### src/rtl/timer_ch_pkg.sv
`timescale 1ns/1ps
package timer_ch_pkg;
   // mode word bit positions
   localparam int MB_HALT    = 0;
   localparam int MB_RST_TGT = 3;
   localparam int MB_IRQ_TGT = 4;
   localparam int MB_IRQ_OVF = 5;
   localparam int MB_REPEAT  = 6;
   localparam int MB_SRC_A   = 8;
   localparam int MB_SRC_B   = 9;
   localparam int MB_EVT     = 10;
   localparam int MB_HIT_TGT = 11;
   localparam int MB_HIT_OVF = 12;
   localparam int MODE_W     = 16;

   typedef enum logic [1:0] {
      REG_COUNT  = 2'd0,
      REG_MODE   = 2'd1,
      REG_TARGET = 2'd2,
      REG_NONE   = 2'd3
   } reg_sel_e;
endpackage

### src/rtl/timer_tick_sel.sv
`timescale 1ns/1ps
module timer_tick_sel #(
   parameter int CHANNEL  = 0,
   parameter int PIX_DIV  = 5,
   parameter int SLOW_DIV = 8
) (
   input  logic clk,
   input  logic rst_n,
   input  logic restart,
   input  logic src_a,
   input  logic src_b,
   input  logic halt,
   input  logic hsync_tick,
   output logic step
);
   if (CHANNEL == 1) begin : g_hsync
      logic unused_in;
      assign unused_in = ^{clk, rst_n, restart, src_b, halt};
      assign step = src_a ? hsync_tick : 1'b1;
   end else begin : g_div
      localparam int DIV = (CHANNEL == 0) ? PIX_DIV : SLOW_DIV;
      localparam int PW  = (DIV > 2) ? $clog2(DIV) : 1;
      localparam logic [PW-1:0] LAST = PW'(DIV - 1);

      if (DIV < 2) begin : g_bad_div
         $error("timer_tick_sel: divider must be at least 2");
      end

      logic [PW-1:0] pre_q;
      logic          pre_hit;
      assign pre_hit = (pre_q == LAST);

      always_ff @(posedge clk) begin
         if (!rst_n || restart) pre_q <= '0;
         else if (pre_hit)      pre_q <= '0;
         else                   pre_q <= pre_q + PW'(1);
      end

      if (CHANNEL == 0) begin : g_pix
         logic unused_in;
         assign unused_in = ^{src_b, halt, hsync_tick};
         assign step = src_a ? pre_hit : 1'b1;
      end else begin : g_slow
         logic unused_in;
         assign unused_in = ^{src_a, hsync_tick};
         assign step = halt ? 1'b0 : (src_b ? pre_hit : 1'b1);

         // a halted channel never advances its prescaled step
         p_halt_r11: assert property (@(posedge clk) disable iff (!rst_n)
            (halt && src_b) |-> !step);
      end
   end
endmodule

### src/rtl/timer_count_core.sv
`timescale 1ns/1ps
module timer_count_core #(
   parameter int CNT_W = 16
) (
   input  logic             clk,
   input  logic             rst_n,
   input  logic             step,
   input  logic             hold,
   input  logic             clr,
   input  logic             load,
   input  logic [CNT_W-1:0] load_val,
   input  logic             rst_at_tgt,
   input  logic [CNT_W-1:0] target,
   output logic [CNT_W-1:0] cnt_q,
   output logic             hit_tgt,
   output logic             hit_ovf
);
   localparam logic [CNT_W-1:0] CNT_MAX = {CNT_W{1'b1}};

   logic live;
   assign live    = step && !hold;
   assign hit_tgt = live && (cnt_q == target);
   assign hit_ovf = live && (cnt_q == CNT_MAX);

   always_ff @(posedge clk) begin
      if (!rst_n)                     cnt_q <= '0;
      else if (clr)                   cnt_q <= '0;
      else if (load)                  cnt_q <= load_val;
      else if (live) begin
         if (hit_ovf)                 cnt_q <= '0;
         else if (hit_tgt && rst_at_tgt) cnt_q <= '0;
         else                         cnt_q <= cnt_q + CNT_W'(1);
      end
   end

   p_wrap_r2: assert property (@(posedge clk) disable iff (!rst_n)
      (step && !hold && cnt_q == CNT_MAX) |=> (cnt_q == '0));

   p_inc_r2: assert property (@(posedge clk) disable iff (!rst_n)
      (step && !hold && cnt_q != CNT_MAX && cnt_q != target)
      |=> (cnt_q == $past(cnt_q) + CNT_W'(1)));

   p_tgt_rst_r3: assert property (@(posedge clk) disable iff (!rst_n)
      (step && !hold && rst_at_tgt && cnt_q == target) |=> (cnt_q == '0));

   p_clr_r7: assert property (@(posedge clk) disable iff (!rst_n)
      clr |=> (cnt_q == '0));

   p_keep_r8: assert property (@(posedge clk) disable iff (!rst_n)
      (hold && !clr && !load) |=> (cnt_q == $past(cnt_q)));
endmodule

### src/rtl/timer_irq_gen.sv
`timescale 1ns/1ps
module timer_irq_gen (
   input  logic clk,
   input  logic rst_n,
   input  logic hit_tgt,
   input  logic hit_ovf,
   input  logic en_tgt,
   input  logic en_ovf,
   input  logic rpt_en,
   input  logic rearm,
   output logic irq_q
);
   logic fired_q;
   logic fire;

   assign fire = ((hit_tgt && en_tgt) || (hit_ovf && en_ovf)) && (rpt_en || !fired_q);

   always_ff @(posedge clk) begin
      if (!rst_n) begin
         fired_q <= 1'b0;
         irq_q   <= 1'b0;
      end else begin
         irq_q <= fire;
         if (rearm)     fired_q <= 1'b0;
         else if (fire) fired_q <= 1'b1;
      end
   end

   p_oneshot_r5: assert property (@(posedge clk) disable iff (!rst_n)
      (fired_q && !rpt_en && !rearm) |=> !irq_q);

   p_quiet_r4: assert property (@(posedge clk) disable iff (!rst_n)
      (!hit_tgt && !hit_ovf) |=> !irq_q);
endmodule

### src/rtl/timer_channel.sv
`timescale 1ns/1ps
module timer_channel
   import timer_ch_pkg::*;
#(
   parameter int CHANNEL  = 0,
   parameter int CNT_W    = 16,
   parameter int DATA_W   = 32,
   parameter int PIX_DIV  = 5,
   parameter int SLOW_DIV = 8,
   parameter int IRQ_W    = 8,
   parameter int IRQ_BASE = 4
) (
   input  logic              clk,
   input  logic              rst_n,
   input  logic              wr_en,
   input  logic              rd_en,
   input  logic [1:0]        addr,
   input  logic [DATA_W-1:0] wdata,
   output logic [CNT_W-1:0]  rdata,
   input  logic              hsync_tick,
   output logic [IRQ_W-1:0]  irq_vec
);
   localparam int IRQ_POS = IRQ_BASE + CHANNEL;

   if (CHANNEL < 0 || CHANNEL > 2) begin : g_bad_channel
      $error("timer_channel: CHANNEL must be 0, 1 or 2");
   end
   if (CNT_W < MODE_W) begin : g_bad_cnt
      $error("timer_channel: CNT_W must hold the mode word");
   end
   if (DATA_W <= CNT_W) begin : g_bad_data
      $error("timer_channel: DATA_W must exceed CNT_W");
   end
   if (IRQ_POS >= IRQ_W) begin : g_bad_irq
      $error("timer_channel: interrupt bit outside vector");
   end

   logic unused_wdata;
   assign unused_wdata = ^wdata[DATA_W-1:CNT_W];

   reg_sel_e sel;
   assign sel = reg_sel_e'(addr);

   logic wr_cnt, wr_mode, wr_tgt, any_wr, rd_mode;
   assign wr_cnt  = wr_en && (sel == REG_COUNT);
   assign wr_mode = wr_en && (sel == REG_MODE);
   assign wr_tgt  = wr_en && (sel == REG_TARGET);
   assign any_wr  = wr_cnt || wr_mode || wr_tgt;
   assign rd_mode = rd_en && (sel == REG_MODE);

   logic [MODE_W-1:0] mode_q;
   logic [CNT_W-1:0]  target_q;
   logic [CNT_W-1:0]  cnt_q;
   logic              step, hit_tgt, hit_ovf, irq_pulse;

   always_ff @(posedge clk) begin
      if (!rst_n)      target_q <= '0;
      else if (wr_tgt) target_q <= wdata[CNT_W-1:0];
   end

   always_ff @(posedge clk) begin
      if (!rst_n) begin
         mode_q <= '0;
      end else if (wr_mode) begin
         mode_q <= wdata[MODE_W-1:0];
      end else begin
         if (rd_mode) begin
            mode_q[MB_HIT_TGT] <= 1'b0;
            mode_q[MB_HIT_OVF] <= 1'b0;
         end
         if (hit_tgt)            mode_q[MB_HIT_TGT] <= 1'b1;
         if (hit_ovf)            mode_q[MB_HIT_OVF] <= 1'b1;
         if (hit_tgt || hit_ovf) mode_q[MB_EVT]     <= 1'b1;
      end
   end

   timer_tick_sel #(
      .CHANNEL  (CHANNEL),
      .PIX_DIV  (PIX_DIV),
      .SLOW_DIV (SLOW_DIV)
   ) tick_i (
      .clk        (clk),
      .rst_n      (rst_n),
      .restart    (wr_mode),
      .src_a      (mode_q[MB_SRC_A]),
      .src_b      (mode_q[MB_SRC_B]),
      .halt       (mode_q[MB_HALT]),
      .hsync_tick (hsync_tick),
      .step       (step)
   );

   timer_count_core #(
      .CNT_W (CNT_W)
   ) core_i (
      .clk        (clk),
      .rst_n      (rst_n),
      .step       (step),
      .hold       (any_wr),
      .clr        (wr_mode),
      .load       (wr_cnt),
      .load_val   (wdata[CNT_W-1:0]),
      .rst_at_tgt (mode_q[MB_RST_TGT]),
      .target     (target_q),
      .cnt_q      (cnt_q),
      .hit_tgt    (hit_tgt),
      .hit_ovf    (hit_ovf)
   );

   timer_irq_gen irq_i (
      .clk     (clk),
      .rst_n   (rst_n),
      .hit_tgt (hit_tgt),
      .hit_ovf (hit_ovf),
      .en_tgt  (mode_q[MB_IRQ_TGT]),
      .en_ovf  (mode_q[MB_IRQ_OVF]),
      .rpt_en  (mode_q[MB_REPEAT]),
      .rearm   (wr_mode),
      .irq_q   (irq_pulse)
   );

   always_comb begin
      unique case (sel)
         REG_COUNT:  rdata = cnt_q;
         REG_MODE:   rdata = CNT_W'(mode_q);
         REG_TARGET: rdata = target_q;
         default:    rdata = '0;
      endcase
   end

   always_comb begin
      irq_vec          = '0;
      irq_vec[IRQ_POS] = irq_pulse;
   end

   p_rdclr_r6: assert property (@(posedge clk) disable iff (!rst_n)
      (rd_mode && !wr_mode && !hit_tgt && !hit_ovf)
      |=> (!mode_q[MB_HIT_TGT] && !mode_q[MB_HIT_OVF]));

   p_evt_sticky_r6: assert property (@(posedge clk) disable iff (!rst_n)
      (hit_tgt || hit_ovf) |=> mode_q[MB_EVT]);

   p_one_line_r4: assert property (@(posedge clk) disable iff (!rst_n)
      $onehot0(irq_vec));
endmodule

### config.mk
export PLATFORM = sky130hd
export DESIGN_NAME = timer_channel
export DESIGN_NICKNAME = d
export VERILOG_FILES = /design/src/rtl/timer_ch_pkg.sv /design/src/rtl/timer_tick_sel.sv /design/src/rtl/timer_count_core.sv /design/src/rtl/timer_irq_gen.sv /design/src/rtl/timer_channel.sv
export SDC_FILE = /design/constraint.sdc
export NUM_CORES = 1
export LEC_CHECK = 0
export ABC_AREA = 1
export BUFFER_PORTS_ARGS = -buffer_cell sky130_fd_sc_hd__buf_2
export CAP_MARGIN = 30
export CELL_PAD_IN_SITES_DETAIL_PLACEMENT = 0
export CELL_PAD_IN_SITES_GLOBAL_PLACEMENT = 2
export CORE_MARGIN = 3
export CORE_UTILIZATION = 31
export DETAILED_ROUTE_END_ITERATION = 16
export GPL_ROUTABILITY_DRIVEN = 1
export PLACE_DENSITY_LB_ADDON = 0.1
export SYNTH_ARGS = -nofsm -noshare
export SYNTH_HDL_FRONTEND = slang
export SYNTH_HIERARCHICAL = 1
export SYNTH_SLANG_ARGS = --single-unit
### constraint.sdc
create_clock -name clk -period 4.8 [get_ports clk]
set_input_delay 0.72 -clock clk [delete_from_list [all_inputs] [get_ports clk]]
set_output_delay 0.72 -clock clk [all_outputs]
set_load 0.005 [all_outputs]
* Yosys cells after proc, flatten, opt, wreduce, memory -nomap -nowiden
Cells that the tools add are included.
** Word-level totals
- Bits in registers :: 53
- Input port bits :: 39
- Output and inout bits :: 24
** Cells by class
- Reduce and logical (&&, ||, !) cells :: 27
- Equality and inequality tests :: 5
- Bitwise operators :: 1
- $add $sub $neg :: 2
- Multiplexer cells :: 11
** Operator list (number)
- 16-bit two-way mux :: 4
- 16-bit one-hot mux with 3 select lines :: 1
- 16-bit by 1-bit adder with 16-bit output, second input constant :: 1
- 16-bit == test :: 1
- 16-bit == test, second input constant :: 1
- 1-bit logical AND :: 11
- 1-bit logical OR :: 6
- 3-bit nonzero test :: 2
- 1-bit two-way mux :: 4
- 2-bit nonzero test :: 2
- 2-bit OR reduction :: 2
- 3-bit by 1-bit adder with 3-bit output, second input constant :: 1
- 3-bit == test, second input constant :: 1
- 1-bit logical NOT :: 3
- 3-bit two-way mux :: 1
- 2-bit by 1-bit == test with 1-bit output, second input constant :: 1
- 2-bit == test, second input constant :: 1
- 2-bit logical NOT :: 1
- 2-bit two-way mux :: 1
- 1-bit NOT :: 1

* Logic depth before layout (Yosys ltp)
- Depth after elaboration :: 12
- Depth in mapped cells :: 15
- Gate-level depth less buffers :: 15

* By module
The synthesis kept the hierarchy.
** Modules (own cells, without submodules)
- timer_channel :: instances 1, cells each 227, seq. area each 640.6 um^2, area each 1554.0 um^2
- timer_count_core :: instances 1, cells each 276, seq. area each 320.3 um^2, area each 1481.4 um^2
- timer_tick_sel :: instances 1, cells each 20, seq. area each 60.1 um^2, area each 147.6 um^2
- timer_irq_gen :: instances 1, cells each 14, seq. area each 40.0 um^2, area each 88.8 um^2

* Worst setup path after synthesis
OpenSTA, ideal clock, no wires.
- Path type :: in2out
- Start :: input addr[0]
- End :: output rdata[6]
- Path buffers :: 1
- Arrival time :: 1340 ps
- Stages :: 4
- Path slack :: 2740 ps
- Cell sequence :: nor2_1 buf_4 nand2_1 o211ai_1
** Between the ends
- Cells in the longest elaborated chain, start to end :: 2
** RTL lines
- start, declared :: RTL line timer_channel.sv:17 : input logic [1:0] addr,
- 2-bit == test (tied with other cells) :: RTL line timer_channel.sv:122 : unique case (sel)
- 16-bit one-hot mux with 3 select lines (*) :: RTL line timer_channel.sv:122
- end, declared :: RTL line timer_channel.sv:19 : output logic [CNT_W-1:0] rdata,
Every way passes the cells marked *; elsewhere a longest branch is shown, timed or not.

* Worst setup path in the final report
- Start :: input addr[1]
- End :: output rdata[8]
The elaborated chain is that of the path after synthesis.

==> results.toml <==
[run_status]
outcome = "finished, final reports clean"

[timing]
setup_ws_ns = 2.015
finalClockSkew_ns = 0.009724
finalSetupTns_ns = 0
finalWorstPathRequiredPeriod_ns = 2.785
maxSlewViolCount = 0
hold_viol_final = 0
tightestPinTransition_ns = 0.7966
hold_ws_ns = 0.4474
rsz0062_at_grt = "false"
min_period_over_period_pct = 58.02
fmax_ghz = 0.3591
setup_violations = 0
max_slew_margin_pct = 46.77

[global_route]
track_usage_pct = 19.43
grt_pass1_vias = 3119
grt_pass1_wl_mm = 17.19
grt_max_degree = 36
antenna_found_initial = 0
grt_overflow = 0

[critical_path]
crit_path_end_kind = "output port"
crit_buf_inv = 3
path_delay_family = "simple AND/OR/NAND/NOR gates"
critPathRequiredTime_ns = 4.08
r2r-start = "core_i/cnt_q[0]$_SDFFE_PP0P_"
crit_type = "input pin to output port"
reg2reg_slack_ns = 2.57
worstPathArrival_ns = 2.06
reg2regPathDepth = 8
critPathMaxStageDelay_ns = 0.46
cpMostUsedCell = "buf_2"
cp_max_fo = 16
timing.rr.end = "core_i/cnt_q[6]$_SDFFE_PP0P_"
path_depth = 5
crit_chain = "buf_2 -> inv_1 -> nand2_1 -> o211ai_1 -> buf_2"
startpoint_type = "input pin"
slowest_stage = "nand2_1"

[hold_path]
hp-class = "flop to flop"
min_path_cells = 1
hold_path_end = "tick_i/g_div.pre_q[0]$_SDFF_PP0_"
hp-start = "tick_i/g_div.pre_q[0]$_SDFF_PP0_"

[route]
drtIter0Drc = 193
detail_route.wl_per_cell_microns = 15.50
first_pass_iters = 4
drc = 0
vias = 3261
via_per_inst = 4.652
wl_mm = 10.87
detail-route-antenna-nets = 0

[synthesis]
synth_top_family_by_area = "simple AND/OR/NAND/NOR gates"
synthDominantCellAreaShare_pct = 32.43
synth.largest_area_cell = "dfxtp_1"
synth_warnings = 6
yosysMostFrequentCell = "nand2_1"
async_flop_share_pct = 0
ys_ff_latch = 53
synth_compound_area_share_pct = 16.29
yosysUniqueCellTypes = 31
synth_area_sq_um = 3272
synth-adder-area-share_pct = 1.147
synth-main-ff-cell = "dfxtp_1"
avgSynthCellArea_sq_um = 6.093
yosysSeqAreaShare_pct = 32.43
synthMuxAreaShare_pct = 0
yosys-top-cells-area = "dfxtp_1 (32%), nand2_1 (17%), nor2_1 (9.3%)"
synth-simple-area-share_pct = 33.69
synth_edf_count = 0
synth-xor-area-share_pct = 1.874
synth_cells = 537
synth.cells.most_frequent = "nand2_1 (150), nor2_1 (81), inv_1 (73), dfxtp_1 (53), o21ai_0 (47)"

[final_layout]
fillCellCount = 1202
final_nets = 609
drive_gt1_share_pct = 13.56
multi_input_area_sq_um = 1765
utilization_pct = 36.49
fin_cells = 701
seqCellArea_sq_um = 1061
syn_to_final_growth_pct = 11.51
n_antenna_cell = 0

[placement]
dp_hpwl_mm = 7.814
preCtsSetupSlack_ns = 2.032
port_buffers = 38
place_inst = 693
finalWeightedCongestion = 0.8198

[clock_tree]
root_buffer = "clkbuf_8"
cts.clk_slew.worst_paths_ns = 0.10
ctsHoldBuffers = 0
cts_buffers = 5
cts_tree = "built"
cts_resized = 0
clkLatencyLatePin_ns = 0.32
cts_buffer_depth = 2
cts.htree.levels = 2
cts.sinks = 53
postCtsSetupBuffers = 0

[floorplanning]
die_area_sq_um = 11820
rows = 36
die_y_microns = 108.7
die_w_microns = 108.7
coreArea_sq_um = 10000
start_util_pct = 32.72
ios = 63

[pwr]
leakagePower_nw = 1.563
vdd.ir_drop.worst_uv = 117.3
powerDensity_nw_per_um2 = 268.3

[job]
maxCapViolations = 0
## per-layer routing
layer	wire length, microns	vias to the layer above	global-route usage (%)
met2	5280	70	35.04
met1	4973	1475	24.41
met3	482	10	2.901
li1	-	1706	-
met4	132	0	4.238
met5	0	-	0
## power by group
part	leakage, nW	total [mW]	internal (mW)	switching [mW]
clock network	0.0574	0.334	0.170	0.164
registers	0.433	0.483	0.462	0.0210
logic	1.07	0.162	0.0534	0.108
total	1.56	0.979	0.686	0.293
## through the flow
stage               total power [mW]  cell area [sq um]
global route                   1.040               3649
detailed placement            0.6577               3528
finish                        0.9787               3649
CTS                           0.9993               3649
floorplan                     0.5980               3294
global placement              0.6551               3528
## worst max path at each step
stage	to	from	slack, ns
2_1_floorplan	rdata[6]	addr[0]	2.74
4_1_cts	rdata[2]	addr[1]	2.00
5_1_grt	rdata[2]	addr[1]	1.89
3_3_place_gp	rdata[2]	addr[1]	2.03
6_report	rdata[8]	addr[1]	2.02
3_5_place_dp	rdata[2]	addr[1]	2.03
## cell usage in the layout (no fill, tap or decap), types with 4 or more instances in the layout
master,instances
o21ai_0,47
inv_2,11
nor3_1,6
conb_1,7
a21oi_1,32
nor2_2,6
inv_1,73
nand2_1,150
dfxtp_1,53
o211ai_1,14
xor2_1,7
buf_4,4
buf_2,38
nand3_1,9
nor2_1,81
clkbuf_8,6
## cell families (layout without fill, tap and decap cells)
| family | after synthesis | in the layout |
|---|---|---|
| buf+inv | 109 | 134 |
| fa+ha+maj | 3 | 3 |
| other cells | 1 | 7 |
| flops | 53 | 53 |
| xor+xnor | 7 | 7 |
| compound gates | 98 | 98 |
| simple gates | 266 | 266 |
## sequential cells by signal, summed over array words and instances (netlist names)
register,flops
irq_i/irq_q,1
target_q,16
tick_i/g_div.pre_q,3
mode_q,16
core_i/cnt_q,16
irq_i/fired_q,1
## cell type report
| type | instances | share of cell area [%] |
|---|---|---|
| inverter | 84 | 8.642 |
| clock buffer | 6 | 2.263 |
| timing repair buffer | 42 | 6.036 |
| multi-input combinational | 381 | 48.39 |
| tap | 133 | 4.561 |
| clock inverter | 2 | 1.029 |
| sequential | 53 | 29.08 |
(Power assumes the default switching activity.)
